[src/rtl/gpio_mp_pkg.sv]
// Package: shared constants, address map helpers and the per-pin config type.
// Assumes at most two ports carry event registers at the low offsets.
package gpio_mp_pkg;

    localparam logic [7:0] SEL_IDX      = 8'hF0;
    localparam logic [7:0] CFG_IDX      = 8'hF1;
    localparam int         SEL_PORT_LSB = 4;

    // Field order matches the pin-config register: bit0 enable, bit1 drive type, bit2 pull-up.
    typedef struct packed {
        logic pull_up;
        logic push_pull;
        logic out_en;
    } pin_cfg_t;

    // Data-out address of port p; ports past the event-capable pair are packed in pairs.
    function automatic logic [7:0] dout_addr(input int p);
        if (p < 2) return 8'(4 * p);
        return 8'(8 + 2 * (p - 2));
    endfunction

    function automatic logic [7:0] din_addr(input int p);
        return dout_addr(p) + 8'd1;
    endfunction

    function automatic logic [7:0] evt_en_addr(input int p);
        return 8'(4 * p + 2);
    endfunction

    function automatic logic [7:0] evt_st_addr(input int p);
        return 8'(4 * p + 3);
    endfunction

endpackage

[src/rtl/gpio_mp_sync.sv]
// Module: multi-stage level synchronizer for the asynchronous pad inputs.
// Assumes each input bit is sampled independently (no bus coherence needed).
module gpio_mp_sync #(
    parameter int WIDTH  = 29,
    parameter int STAGES = 2
) (
    input  logic             clk,
    input  logic             rst_n,
    input  logic [WIDTH-1:0] d,
    output logic [WIDTH-1:0] q
);

    logic [WIDTH-1:0] stg_q [STAGES];

    // Shift pad levels through the synchronizer chain.
    always_ff @(posedge clk) begin
        if (!rst_n) begin
            for (int s = 0; s < STAGES; s++) stg_q[s] <= '0;
        end else begin
            stg_q[0] <= d;
            for (int s = 1; s < STAGES; s++) stg_q[s] <= stg_q[s-1];
        end
    end

    assign q = stg_q[STAGES-1];

    generate
        if (STAGES == 2) begin : g_chk2
            // output is the input from exactly two edges earlier.
            p_sync_latency_r3: assert property (@(posedge clk) disable iff (!rst_n)
                ($past(rst_n) && $past(rst_n, 2)) |-> (q == $past(d, 2)));
        end
    endgenerate

endmodule

[src/rtl/gpio_mp_pincfg.sv]
// Module: pin-select register and per-pin electrical config store.
// Assumes PORT_W is a power of two so that {port, bit} equals the pin number.
module gpio_mp_pincfg
    import gpio_mp_pkg::*;
#(
    parameter int NUM_PINS = 29,
    parameter int PIDX_W   = 2,
    parameter int BIT_W    = 3
) (
    input  logic                clk,
    input  logic                rst_n,
    input  logic                sel_wr,
    input  logic                cfg_wr,
    input  logic [PIDX_W-1:0]   sel_port_in,
    input  logic [BIT_W-1:0]    sel_bit_in,
    input  pin_cfg_t            cfg_in,
    output logic [PIDX_W-1:0]   sel_port,
    output logic [BIT_W-1:0]    sel_bit,
    output pin_cfg_t            cfg_rd,
    output logic [NUM_PINS-1:0] out_en,
    output logic [NUM_PINS-1:0] push_pull,
    output logic [NUM_PINS-1:0] pull_up
);

    localparam int PIN_W = PIDX_W + BIT_W;

    logic [PIDX_W-1:0] sel_port_q;
    logic [BIT_W-1:0]  sel_bit_q;
    logic [PIN_W-1:0]  sel_pin;
    logic              sel_valid;
    pin_cfg_t          cfg_q [NUM_PINS];

    assign sel_pin   = {sel_port_q, sel_bit_q};
    assign sel_valid = (int'(sel_pin) < NUM_PINS);

    // Hold the pin selection written through the select index.
    always_ff @(posedge clk) begin
        if (!rst_n) begin
            sel_port_q <= '0;
            sel_bit_q  <= '0;
        end else if (sel_wr) begin
            sel_port_q <= sel_port_in;
            sel_bit_q  <= sel_bit_in;
        end
    end

    // Update only the selected pin's config, and only when it exists.
    always_ff @(posedge clk) begin
        if (!rst_n) begin
            for (int i = 0; i < NUM_PINS; i++) cfg_q[i] <= '0;
        end else if (cfg_wr && sel_valid) begin
            for (int i = 0; i < NUM_PINS; i++)
                if (int'(sel_pin) == i) cfg_q[i] <= cfg_in;
        end
    end

    // Read back the selected pin's config, zero for a missing pin.
    always_comb begin
        cfg_rd = '0;
        for (int i = 0; i < NUM_PINS; i++)
            if (int'(sel_pin) == i) cfg_rd = cfg_q[i];
    end

    genvar g;
    generate
        for (g = 0; g < NUM_PINS; g++) begin : g_fan
            assign out_en[g]    = cfg_q[g].out_en;
            assign push_pull[g] = cfg_q[g].push_pull;
            assign pull_up[g]   = cfg_q[g].pull_up;
        end
    endgenerate

    assign sel_port = sel_port_q;
    assign sel_bit  = sel_bit_q;

    // a config write aimed past the last pin leaves every pin untouched.
    p_cfg_guard_r5: assert property (@(posedge clk) disable iff (!rst_n)
        (cfg_wr && !sel_valid) |=> ($stable(out_en) && $stable(push_pull) && $stable(pull_up)));

    // the selection moves only on a select write.
    p_sel_hold_r4: assert property (@(posedge clk) disable iff (!rst_n)
        !sel_wr |=> ($stable(sel_port) && $stable(sel_bit)));

endmodule

[src/rtl/gpio_mp_event.sv]
// Module: rising-edge event capture with per-bit enable and write-1-to-clear status.
// Assumes the level input is already synchronized to clk.
module gpio_mp_event #(
    parameter int PORT_W    = 8,
    parameter int EVT_PORTS = 2
) (
    input  logic                          clk,
    input  logic                          rst_n,
    input  logic [EVT_PORTS*PORT_W-1:0]   lvl,
    input  logic [EVT_PORTS-1:0]          en_wr,
    input  logic [EVT_PORTS-1:0]          st_wr,
    input  logic [PORT_W-1:0]             wdata,
    output logic [EVT_PORTS*PORT_W-1:0]   en_q,
    output logic [EVT_PORTS*PORT_W-1:0]   st_q
);

    localparam int EVT_PINS = EVT_PORTS * PORT_W;

    logic [EVT_PINS-1:0] prev_q;
    logic [EVT_PINS-1:0] set_v;
    logic [EVT_PINS-1:0] clr_v;
    logic [EVT_PINS-1:0] en_nxt;

    assign set_v = lvl & ~prev_q & en_q;

    genvar p;
    generate
        for (p = 0; p < EVT_PORTS; p++) begin : g_port
            assign clr_v[p*PORT_W +: PORT_W]  = st_wr[p] ? wdata : '0;
            assign en_nxt[p*PORT_W +: PORT_W] = en_wr[p] ? wdata : en_q[p*PORT_W +: PORT_W];
        end
    endgenerate

    // Track previous level, enables and sticky status; a new edge beats a clear.
    always_ff @(posedge clk) begin
        if (!rst_n) begin
            prev_q <= '0;
            en_q   <= '0;
            st_q   <= '0;
        end else begin
            prev_q <= lvl;
            en_q   <= en_nxt;
            st_q   <= (st_q & ~clr_v) | set_v;
        end
    end

    // a status bit only appears where the enable was already set.
    p_set_needs_en_r8: assert property (@(posedge clk) disable iff (!rst_n)
        ((st_q & ~$past(st_q) & ~$past(en_q)) == '0));

    // a cleared bit with no competing edge is 0 afterwards.
    p_w1c_r9: assert property (@(posedge clk) disable iff (!rst_n)
        ((st_q & $past(clr_v & ~set_v)) == '0));

endmodule

[src/rtl/gpio_multiport.sv]
// Module: top of the GPIO controller: register decode, data-out store, read mux, pad drive.
// Assumes one bus access per cycle with fields stable around the clock edge.
module gpio_multiport
    import gpio_mp_pkg::*;
#(
    parameter int NUM_PINS    = 29,
    parameter int PORT_W      = 8,
    parameter int EVT_PORTS   = 2,
    parameter int SYNC_STAGES = 2
) (
    input  logic                clk,
    input  logic                rst_n,
    input  logic                bus_wr,
    input  logic [7:0]          bus_addr,
    input  logic [PORT_W-1:0]   bus_wdata,
    output logic [PORT_W-1:0]   bus_rdata,
    input  logic [NUM_PINS-1:0] pad_in,
    output logic [NUM_PINS-1:0] pad_out,
    output logic [NUM_PINS-1:0] pad_oe,
    output logic [NUM_PINS-1:0] pad_pu
);

    localparam int NUM_PORTS = (NUM_PINS + PORT_W - 1) / PORT_W;
    localparam int FLAT_W    = NUM_PORTS * PORT_W;
    localparam int EVT_PINS  = EVT_PORTS * PORT_W;
    localparam int PIDX_W    = (NUM_PORTS > 1) ? $clog2(NUM_PORTS) : 1;
    localparam int BIT_W     = $clog2(PORT_W);

    logic [NUM_PINS-1:0]  dout_q;
    logic [FLAT_W-1:0]    dout_nxt;
    logic [FLAT_W-1:0]    dout_flat;
    logic [NUM_PINS-1:0]  din_q;
    logic [FLAT_W-1:0]    din_flat;
    logic [EVT_PORTS-1:0] en_wr;
    logic [EVT_PORTS-1:0] st_wr;
    logic [EVT_PINS-1:0]  evt_en;
    logic [EVT_PINS-1:0]  evt_st;
    logic [PIDX_W-1:0]    sel_port;
    logic [BIT_W-1:0]     sel_bit;
    pin_cfg_t             cfg_rd;
    logic [NUM_PINS-1:0]  out_en;
    logic [NUM_PINS-1:0]  push_pull;
    logic [NUM_PINS-1:0]  pull_up;
    logic                 sel_wr;
    logic                 cfg_wr;

    assign dout_flat = FLAT_W'(dout_q);
    assign din_flat  = FLAT_W'(din_q);
    assign sel_wr    = bus_wr && (bus_addr == SEL_IDX);
    assign cfg_wr    = bus_wr && (bus_addr == CFG_IDX);

    gpio_mp_sync #(.WIDTH(NUM_PINS), .STAGES(SYNC_STAGES)) u_sync (
        .clk   (clk),
        .rst_n (rst_n),
        .d     (pad_in),
        .q     (din_q)
    );

    genvar p;
    generate
        for (p = 0; p < EVT_PORTS; p++) begin : g_evt_dec
            assign en_wr[p] = bus_wr && (bus_addr == evt_en_addr(p));
            assign st_wr[p] = bus_wr && (bus_addr == evt_st_addr(p));
        end
    endgenerate

    gpio_mp_event #(.PORT_W(PORT_W), .EVT_PORTS(EVT_PORTS)) u_event (
        .clk   (clk),
        .rst_n (rst_n),
        .lvl   (din_flat[EVT_PINS-1:0]),
        .en_wr (en_wr),
        .st_wr (st_wr),
        .wdata (bus_wdata),
        .en_q  (evt_en),
        .st_q  (evt_st)
    );

    gpio_mp_pincfg #(.NUM_PINS(NUM_PINS), .PIDX_W(PIDX_W), .BIT_W(BIT_W)) u_pincfg (
        .clk         (clk),
        .rst_n       (rst_n),
        .sel_wr      (sel_wr),
        .cfg_wr      (cfg_wr),
        .sel_port_in (bus_wdata[SEL_PORT_LSB +: PIDX_W]),
        .sel_bit_in  (bus_wdata[BIT_W-1:0]),
        .cfg_in      (pin_cfg_t'(bus_wdata[2:0])),
        .sel_port    (sel_port),
        .sel_bit     (sel_bit),
        .cfg_rd      (cfg_rd),
        .out_en      (out_en),
        .push_pull   (push_pull),
        .pull_up     (pull_up)
    );

    // Merge a data-out write into the padded port image.
    always_comb begin
        dout_nxt = dout_flat;
        if (bus_wr) begin
            for (int i = 0; i < NUM_PORTS; i++)
                if (bus_addr == dout_addr(i)) dout_nxt[i*PORT_W +: PORT_W] = bus_wdata;
        end
    end

    // Store data-out bits for existing pins only.
    always_ff @(posedge clk) begin
        if (!rst_n) dout_q <= '0;
        else        dout_q <= dout_nxt[NUM_PINS-1:0];
    end

    // Select read data by address; unmapped addresses return zero.
    always_comb begin
        bus_rdata = '0;
        for (int i = 0; i < NUM_PORTS; i++) begin
            if (bus_addr == dout_addr(i)) bus_rdata = dout_flat[i*PORT_W +: PORT_W];
            if (bus_addr == din_addr(i))  bus_rdata = din_flat[i*PORT_W +: PORT_W];
        end
        for (int i = 0; i < EVT_PORTS; i++) begin
            if (bus_addr == evt_en_addr(i)) bus_rdata = evt_en[i*PORT_W +: PORT_W];
            if (bus_addr == evt_st_addr(i)) bus_rdata = evt_st[i*PORT_W +: PORT_W];
        end
        if (bus_addr == SEL_IDX) begin
            bus_rdata[SEL_PORT_LSB +: PIDX_W] = sel_port;
            bus_rdata[BIT_W-1:0]              = sel_bit;
        end
        if (bus_addr == CFG_IDX) bus_rdata = PORT_W'(cfg_rd);
    end

    generate
        for (p = 0; p < NUM_PINS; p++) begin : g_pad
            assign pad_oe[p]  = out_en[p] & (push_pull[p] | ~dout_q[p]);
            assign pad_out[p] = push_pull[p] & dout_q[p];
            assign pad_pu[p]  = pull_up[p];
        end
    endgenerate

    // the first cycle out of reset has every pad released with no pull-up.
    p_reset_pads_r1: assert property (@(posedge clk) disable iff (!rst_n)
        $rose(rst_n) |-> ((pad_oe == '0) && (pad_pu == '0)));

    // an open-drain pin never drives while its data-out bit is high.
    p_od_release_r6: assert property (@(posedge clk) disable iff (!rst_n)
        ((pad_oe & ~push_pull & dout_q) == '0));

    // a write to an unmapped address leaves the pads unchanged.
    p_unmapped_r10: assert property (@(posedge clk) disable iff (!rst_n)
        (bus_wr && (bus_addr == 8'h0C)) |=> ($stable(pad_oe) && $stable(pad_out) && $stable(pad_pu)));

endmodule

[config.mk]
export PLATFORM = sky130hd
export DESIGN_NAME = gpio_multiport
export DESIGN_NICKNAME = d
export VERILOG_FILES = /design/src/rtl/gpio_mp_pkg.sv /design/src/rtl/gpio_mp_sync.sv /design/src/rtl/gpio_mp_pincfg.sv /design/src/rtl/gpio_mp_event.sv /design/src/rtl/gpio_multiport.sv
export SDC_FILE = /design/constraint.sdc
export NUM_CORES = 1
export LEC_CHECK = 0
export ABC_AREA = 1
export BUFFER_PORTS_ARGS = -buffer_cell sky130_fd_sc_hd__buf_2
export CAP_MARGIN = 20
export CORE_UTILIZATION = 35
export DETAILED_ROUTE_END_ITERATION = 8
export SETUP_SLACK_MARGIN = 0.4
export SKIP_CTS_REPAIR_TIMING = 1
export SYNTH_ARGS = -nofsm -noshare
export SYNTH_HDL_FRONTEND = slang
export SYNTH_SLANG_ARGS = --single-unit
export TNS_END_PERCENT = 5
[constraint.sdc]
create_clock -name clk -period 3.3 [get_ports clk]
set_input_delay 0.66 -clock clk [delete_from_list [all_inputs] [get_ports clk]]
set_output_delay 0.66 -clock clk [all_outputs]
set_load 0.05 [all_outputs]
Yosys cells after proc, flatten, opt, wreduce, memory -nomap -nowiden. Memory sizes are Yosys's and may differ from the RTL's. Cells that the tools add are included.

Bits in writable memories: 145. Flip-flop bits (word level): 82. Output and inout bits: 95. Logic and storage cells: 422. Memories: 2.

Memory list: u_pincfg.cfg_q (depth 29, bits a word 3, read ports 29, clocked after memory_dff 0, write ports 29, RTL line gpio_mp_pincfg.sv:31) `pin_cfg_t cfg_q [NUM_PINS];`; u_sync.stg_q (depth 2, bits a word 29, read ports 2, clocked after memory_dff 0, write ports 2, RTL line gpio_mp_sync.sv:13) `logic [WIDTH-1:0] stg_q [STAGES];`.

Reduce and logical (&&, ||, !) cells: 13. Equality and inequality tests: 43. Multiplexer cells: 200. Order comparisons: 1. Bitwise logic cells: 153.

Operators with widths (number): 3-bit 2-to-1 mux (60); 8-bit 2-to-1 mux (17); 1-bit 2-to-1 mux (119); 5-bit equality test (second input constant) (16); 1-bit bitwise OR (60); 1-bit bitwise AND (58); 29-bit 2-to-1 mux (2); 16-bit bitwise AND (3); 5-bit by 4-bit equality test with 1-bit output (second input constant) (8); 8-bit by 3-bit equality test with 1-bit output (second input constant) (4); 8-bit by 4-bit equality test with 1-bit output (second input constant) (4); 16-bit inverter (2); 1-bit inverter (29); 8-bit by 2-bit equality test with 1-bit output (second input constant) (2); 8-bit equality test (2); 8-bit equality test (second input constant) (2); 16-bit bitwise OR (1); 5-bit by 3-bit equality test with 1-bit output (second input constant) (3); 8-bit by 1-bit equality test with 1-bit output (second input constant) (1); 8-bit logical NOT (1); 2-bit AND reduction (4); 1-bit logical AND (7); 5-bit by 2-bit equality test with 1-bit output (second input constant) (1); 5-bit logical NOT (1); 2 further kinds (3).

Logic depth before layout (Yosys ltp).
Word-level depth: 31. Gate-level depth with buffers: 21. Gate-level depth less buffers: 21.

Modules after synthesis. Synthesis repeated with hierarchy kept, for this count alone.

Cell total of the unflattened synthesis: 1354. Area total of the unflattened synthesis: 10446.3 um^2.

Modules (own cells, without submodules): gpio_mp_pincfg (cells an instance 467, area an instance 4280.4 um^2, instances 1, sequential area each 2712.6 um^2); gpio_multiport (cells an instance 461, area an instance 2611.3 um^2, instances 1, sequential area each 580.6 um^2); gpio_mp_sync (cells an instance 209, area an instance 1851.8 um^2, instances 1, sequential area each 1161.1 um^2); gpio_mp_event (cells an instance 217, area an instance 1702.9 um^2, instances 1, sequential area each 960.9 um^2).

Worst setup path before layout. Ideal clock, no wire load.

Path type: input to output. Start: in bus_addr[4]. End: out bus_rdata[5]. Data required time: 2640 ps. Cell stages on the path: 13. Data arrival time: 2574 ps. Setup slack: 66 ps. Cell sequence: inv_1 nand4_2 inv_1 nand2_1 nor2_1 nand2_1 nand3_1 o21ai_0 nand2_1 o21ai_0 o2111ai_1 a211oi_1 a21oi_1.

Word-level cells in the longest chain between the ends: 15. Elaborated cells on any way between the ends: 28. Those cells by class: eq/ne (13); mux (14); reduce/logical (1).

RTL lines: start, declared (RTL line gpio_multiport.sv:14) `input logic [7:0] bus_addr,`; 8-bit logical NOT (RTL line gpio_multiport.sv:113) `if (bus_addr == dout_addr(i)) bus_rdata = dout_flat[i*PORT_W +: PORT_W];`; 8-bit 2-to-1 mux (RTL line gpio_multiport.sv:113); 8-bit 2-to-1 mux (RTL line gpio_multiport.sv:114) `if (bus_addr == din_addr(i)) bus_rdata = din_flat[i*PORT_W +: PORT_W];`; 8-bit 2-to-1 mux (RTL line gpio_multiport.sv:113); 8-bit 2-to-1 mux (RTL line gpio_multiport.sv:114); 8-bit 2-to-1 mux (RTL line gpio_multiport.sv:113); 8-bit 2-to-1 mux (RTL line gpio_multiport.sv:114); 8-bit 2-to-1 mux (RTL line gpio_multiport.sv:113); 8-bit 2-to-1 mux (RTL line gpio_multiport.sv:114); 8-bit 2-to-1 mux (RTL line gpio_multiport.sv:117) `if (bus_addr == evt_en_addr(i)) bus_rdata = evt_en[i*PORT_W +: PORT_W];`; 8-bit 2-to-1 mux (RTL line gpio_multiport.sv:118) `if (bus_addr == evt_st_addr(i)) bus_rdata = evt_st[i*PORT_W +: PORT_W];`; 8-bit 2-to-1 mux (RTL line gpio_multiport.sv:117); 8-bit 2-to-1 mux (RTL line gpio_multiport.sv:118); 2-bit 2-to-1 mux (RTL line gpio_multiport.sv:120) `if (bus_addr == SEL_IDX) begin`; 8-bit 2-to-1 mux * (RTL line gpio_multiport.sv:124) `if (bus_addr == CFG_IDX) bus_rdata = PORT_W'(cfg_rd);`; end, declared (RTL line gpio_multiport.sv:16) `output logic [PORT_W-1:0] bus_rdata,`.

Every way passes the cells marked *; elsewhere a longest branch is shown, timed or not.

Worst setup path after layout.
Start: reg u_pincfg.sel_bit_q[0], in the netlist u_pincfg.sel_bit[0]. End: out bus_rdata[0].

Word-level cells in the longest chain between the ends: 31. Elaborated cells on any way between the ends: 60. Those cells by class: eq/ne (28); mux (31); reduce/logical (1).

RTL lines: start, declared (RTL line gpio_mp_pincfg.sv:28) `logic [BIT_W-1:0] sel_bit_q;`; start signal, assigned (RTL line gpio_mp_pincfg.sv:43) `sel_bit_q <= sel_bit_in;`; 5-bit logical NOT (RTL line gpio_mp_pincfg.sv:61) `if (int'(sel_pin) == i) cfg_rd = cfg_q[i];`; 3-bit 2-to-1 mux (29 in a row) (RTL line gpio_mp_pincfg.sv:61); 8-bit 2-to-1 mux * (RTL line gpio_multiport.sv:124).

Marks and branches as above.

==> results by stage <==
Run status:
- The flow ran to the end, but the final reports show violations.
- The final reports fail on negative setup slack.

Critical path:
- The largest delay contributor family on the critical path is simple AND/OR/NAND/NOR gates.
- The launch point of the worst reg-to-reg path is u_pincfg.sel_port[0].
- The reg-to-reg endpoint is u_pincfg.cfg_q[0][75].
- The worst register-to-register path has a depth of 8.
- The largest individual stage delay along the critical path comes from the cell sky130_fd_sc_hd__dfxtp_4.
- The arrival time reported for the critical path endpoint is 3.01 ns.
- The critical setup path kind is reg -> out.
- The kind of start point of the critical path is a register.
- Data on the critical path is required at its endpoint by 2.64 ns.
- For this run, the slowest stage of the critical path takes 0.38 ns.
- The worst-case register-to-register setup slack is 1.22 ns.
- The worst setup path is captured at an output port.
- Counting both buffers and inverters, the worst setup path holds a total of 2.
- Along the worst path, the maximum fanout reaches 6.
- Traced cell by cell, the critical path runs through inv_2, nand2_1, nor2_2, nand3_2, nand3_2, nor2_2, nand4_1, nor2_2, nand4_1, nand2_1, nand3_2, nand2_2, nand3_2, nand2_2, nand4_1, nand2_1, nand4_1, nor2_1, nand3_1, nand2_1, nand2_2, buf_8.

Synthesis:
- The combined area of all synthesized cells is 0.00983 mm^2.
- The average size of a mapped cell is 7.94 um^2.
- The compound-cell area share of the yosys netlist is 0.131.
- The cell count after synthesis is 1,238.
- In the synthesized netlist, the cells that appear most often are sky130_fd_sc_hd__nand2_1 (295), sky130_fd_sc_hd__inv_1 (238), sky130_fd_sc_hd__dfxtp_1 (140).
- Of the total synthesized cell area, the portion taken by full adders, half adders and majority gates is 0.
- The synthesized design contains 87 enable-type register cells.
- The post-synthesis net count is 1,286.
- The number of storage elements in the synthesis netlist is 227.
- The post-synthesis async set-or-reset flop share is 0.
- The area fraction in and, or, nand and nor cells after synthesis is 0.209.
- The most used flip-flop cell after synthesis is sky130_fd_sc_hd__dfxtp_1.
- The library cell with the highest instance count after synthesis is sky130_fd_sc_hd__nand2_1.
- Of the post-synthesis cell area, the dominant cell type holds 0.285.
- By area, the combinational part of the netlist is dominated by simple AND/OR/NAND/NOR gates.
- The share of cell area taken by muxes after synthesis is 0.
- The share of the synthesized netlist area taken by xor and xnor gates is 0.
- The dominant cell type by area after synthesis is sky130_fd_sc_hd__dfxtp_1.
- After synthesis, the cell types taking the most area are sky130_fd_sc_hd__dfxtp_1 (29%), sky130_fd_sc_hd__edfxtp_1 (27%), sky130_fd_sc_hd__nand2_1 (11%).
- The number of distinct library cells after synthesis is 35.
- The count of warnings emitted by yosys is 0.
- The post-synthesis sequential area ratio is 0.551.

STA:
- The final critical-path setup slack is -0.368 ns.
- The clock arrives with 0.0138 ns of skew.
- The worst hold margin is 0.313 ns.
- Setup repair after global routing could not meet its margin everywhere.
- The final clock period utilization by the worst path is 1.11.
- The final total negative setup slack is -1.34 ns.
- The final number of hold-violating endpoints was 0.
- The worst path in the final design needs a cycle of 3.67 ns, including I/O delays and setup.
- In this run the tightest slew margin relative to its limit is 0.662.
- At the pin with the least slew margin, the transition time is 0.506 ns.
- Static timing analysis puts the maximum clock frequency at 273 MHz.
- The max-slew violation count came to 0.
- Setup violations remaining at the end of the flow were counted as 5.

GRT:
- The maximum number of pins on one net before global-route repair is 102.
- The overall global routing resource usage is 0.218.
- The overflow left after global routing is 0.
- The global-route wire length before repair is 47,600 um.
- The initial antenna violation count is 0.
- The via count of the first global-routing pass was 8,427.

Final layout:
- The proportion of layout cells with a drive suffix above 1 is 0.222.
- For this run, the post-layout net count is 1,508.
- The final cell area excluding filler cells is 0.0125 mm^2.
- After filler insertion, the fill cell instance count of the layout stands at 2,757.
- The repair_antennas step left the layout with diodes totalling 0.
- From synthesis to final layout, the design area changed by 27.0%.

Drt:
- For this block, the routed nets add up to 31,100 um of wire.
- After detailed routing, the average wire length per cell comes to 16.8 um.
- The via-per-instance ratio is 4.77.
- The number of iterations in the first detailed-routing pass is 5.
- The number of nets still failing antenna checks after routing is 0.
- After detailed routing, the number of remaining DRC violations is 0.
- The detailed-route via count is 8,826.
- The number of violations reported at the end of detailed-routing iteration 0 is 818.

Floorplanning:
- The placeable core region is 0.0273 mm^2.
- The die is 170 um tall.
- The horizontal die dimension is 170 um.
- The effective utilization at floorplan is 0.361.
- The die covers 0.0287 mm^2.
- Row generation in the floorplan step produced 60 rows.
- In this run the count of I/O pins placed on the die edge is 143.

Hold path:
- The end of the worst hold path is u_sync.stg_q[0][9].
- The start point of the worst hold path is pad_in[9].
- The path class of the tightest hold or removal check is in -> reg.
- The cell count of the worst hold path is 3.

Place:
- The detailed-placement wirelength estimate is 23,800 um.
- The final weighted congestion in routability-driven placement is 0.949.
- The count of buffers added on input and output ports is 142.
- The instance area after placement is 0.0115 mm^2.

Pwr:
- Power spread over the standard cell area amounts to 486 mW/mm^2.
- The leakage dissipation is 6.01 nW.
- VDD sags by at most 294 uV.

Clocking:
- CTS saw 227 sinks.
- The maximum level of the CTS H-tree is 1.
- The clock tree root driver cell is sky130_fd_sc_hd__clkbuf_16.
- The total CTS buffers is 24.
- The clock-pin slew on the worst setup and hold paths is 0.06 ns.
- The TritonCTS clock tree is yes.
- The clock latency of the later-clocked register in the worst-skew pair is 0.52 ns.
- The number of buffers between clock root and the deepest sink is 3.

Flow run:
- The total of max-cap violations is 0.
logic make-up after synthesis:
kind of cell / count (synthesis)
DFF: 227
and+or+nand+nor: 497
buffers and inverters: 283
AOI/OAI and AO/OA: 231
routing by layer:
| metal | GRT usage | vias to the layer above | routed length [um] |
|---|---|---|---|
| met5 | 0 | - | 0 |
| met2 | 0.357 | 319 | 14300 |
| met4 | 0.0619 | 0 | 690 |
| met1 | 0.305 | 4085 | 14200 |
| met3 | 0.0229 | 41 | 1890 |
| li1 | - | 4381 | - |
worst max path at each step:
stage                    to  cells past startpoint           startpoint
2_1_floorplan  bus_rdata[0]                     14          bus_addr[4]
6_report       bus_rdata[0]                     22  u_pincfg.sel_bit[0]
4_1_cts        bus_rdata[0]                     22  u_pincfg.sel_bit[2]
5_1_grt        bus_rdata[0]                     22  u_pincfg.sel_bit[0]
3_5_place_dp   bus_rdata[4]                     16          bus_addr[4]
3_3_place_gp   bus_rdata[4]                     16          bus_addr[4]
cell type report:
cell class	count	area, um^2	area share
clock buffers	31	648	0.0520
flip-flops and latches	227	5430	0.435
clock inverters	13	100	0.00802
multi-input cells	728	3480	0.279
well taps	372	465	0.0373
inverters	254	953	0.0764
repair buffers	225	1400	0.112
cell usage in the layout (no fill, tap or decap), types with 3 or more instances in the layout:
cell type / Yosys / layout
sky130_fd_sc_hd__a21boi_0: 14 / 14
sky130_fd_sc_hd__a21oi_1: 89 / 88
sky130_fd_sc_hd__a221oi_1: 7 / 5
sky130_fd_sc_hd__a221oi_2: 1 / 3
sky130_fd_sc_hd__buf_2: 4 / 135
sky130_fd_sc_hd__buf_4: 0 / 82
sky130_fd_sc_hd__buf_6: 0 / 4
sky130_fd_sc_hd__clkbuf_1: 25 / 6
sky130_fd_sc_hd__clkbuf_16: 0 / 25
sky130_fd_sc_hd__clkinv_1: 2 / 4
sky130_fd_sc_hd__clkinv_2: 0 / 6
sky130_fd_sc_hd__dfxtp_1: 140 / 135
sky130_fd_sc_hd__dfxtp_4: 0 / 3
sky130_fd_sc_hd__edfxtp_1: 87 / 87
sky130_fd_sc_hd__inv_1: 238 / 232
sky130_fd_sc_hd__inv_2: 14 / 20
sky130_fd_sc_hd__nand2_1: 295 / 284
sky130_fd_sc_hd__nand2_2: 0 / 10
sky130_fd_sc_hd__nand3_1: 20 / 15
sky130_fd_sc_hd__nand3_2: 0 / 5
sky130_fd_sc_hd__nand3b_1: 10 / 10
sky130_fd_sc_hd__nand4_1: 23 / 23
sky130_fd_sc_hd__nor2_1: 129 / 123
sky130_fd_sc_hd__nor2_2: 8 / 11
sky130_fd_sc_hd__nor2_4: 1 / 4
sky130_fd_sc_hd__nor3_1: 5 / 5
sky130_fd_sc_hd__o2111ai_1: 4 / 4
sky130_fd_sc_hd__o211ai_1: 6 / 6
sky130_fd_sc_hd__o21a_1: 4 / 4
sky130_fd_sc_hd__o21ai_0: 90 / 87
sky130_fd_sc_hd__o21ai_1: 8 / 10
metrics by stage:
step | std cells | util | worst slack [ns] | total power, mW
2_1_floorplan | 1238 | - | 0.341 | 3.35
3_3_place_gp | 1799 | 0.422 | -0.223 | 3.52
3_5_place_dp | 1799 | 0.422 | -0.250 | 3.52
4_1_cts | 1843 | 0.450 | -0.537 | 6.09
5_1_grt | 1850 | 0.458 | -0.587 | 6.25
6_report | 1850 | 0.458 | -0.368 | 6.06
where the power goes:
part           switching (mW)  internal (mW)
registers              0.0521           3.00
clock network            1.12           1.47
logic                   0.313          0.103
total                    1.49           4.57
tightest hold or removal path, cell delays in order:
cell                      delay, ns
sky130_fd_sc_hd__buf_2         0.07
sky130_fd_sc_hd__nand2_1       0.04
sky130_fd_sc_hd__inv_1         0.04
registers in the layout, summed over array words and instances, names as in the netlist:
| name | count |
|---|---|
| u_pincfg.cfg_q | 87 |
| u_sync.stg_q | 58 |
| dout_q | 29 |
| u_event.en_q | 16 |
| u_event.prev_q | 16 |
| u_event.st_q | 16 |
| u_pincfg.sel_bit | 3 |
| u_pincfg.sel_port | 2 |
Note: power is estimated with default switching activity, not from simulation.
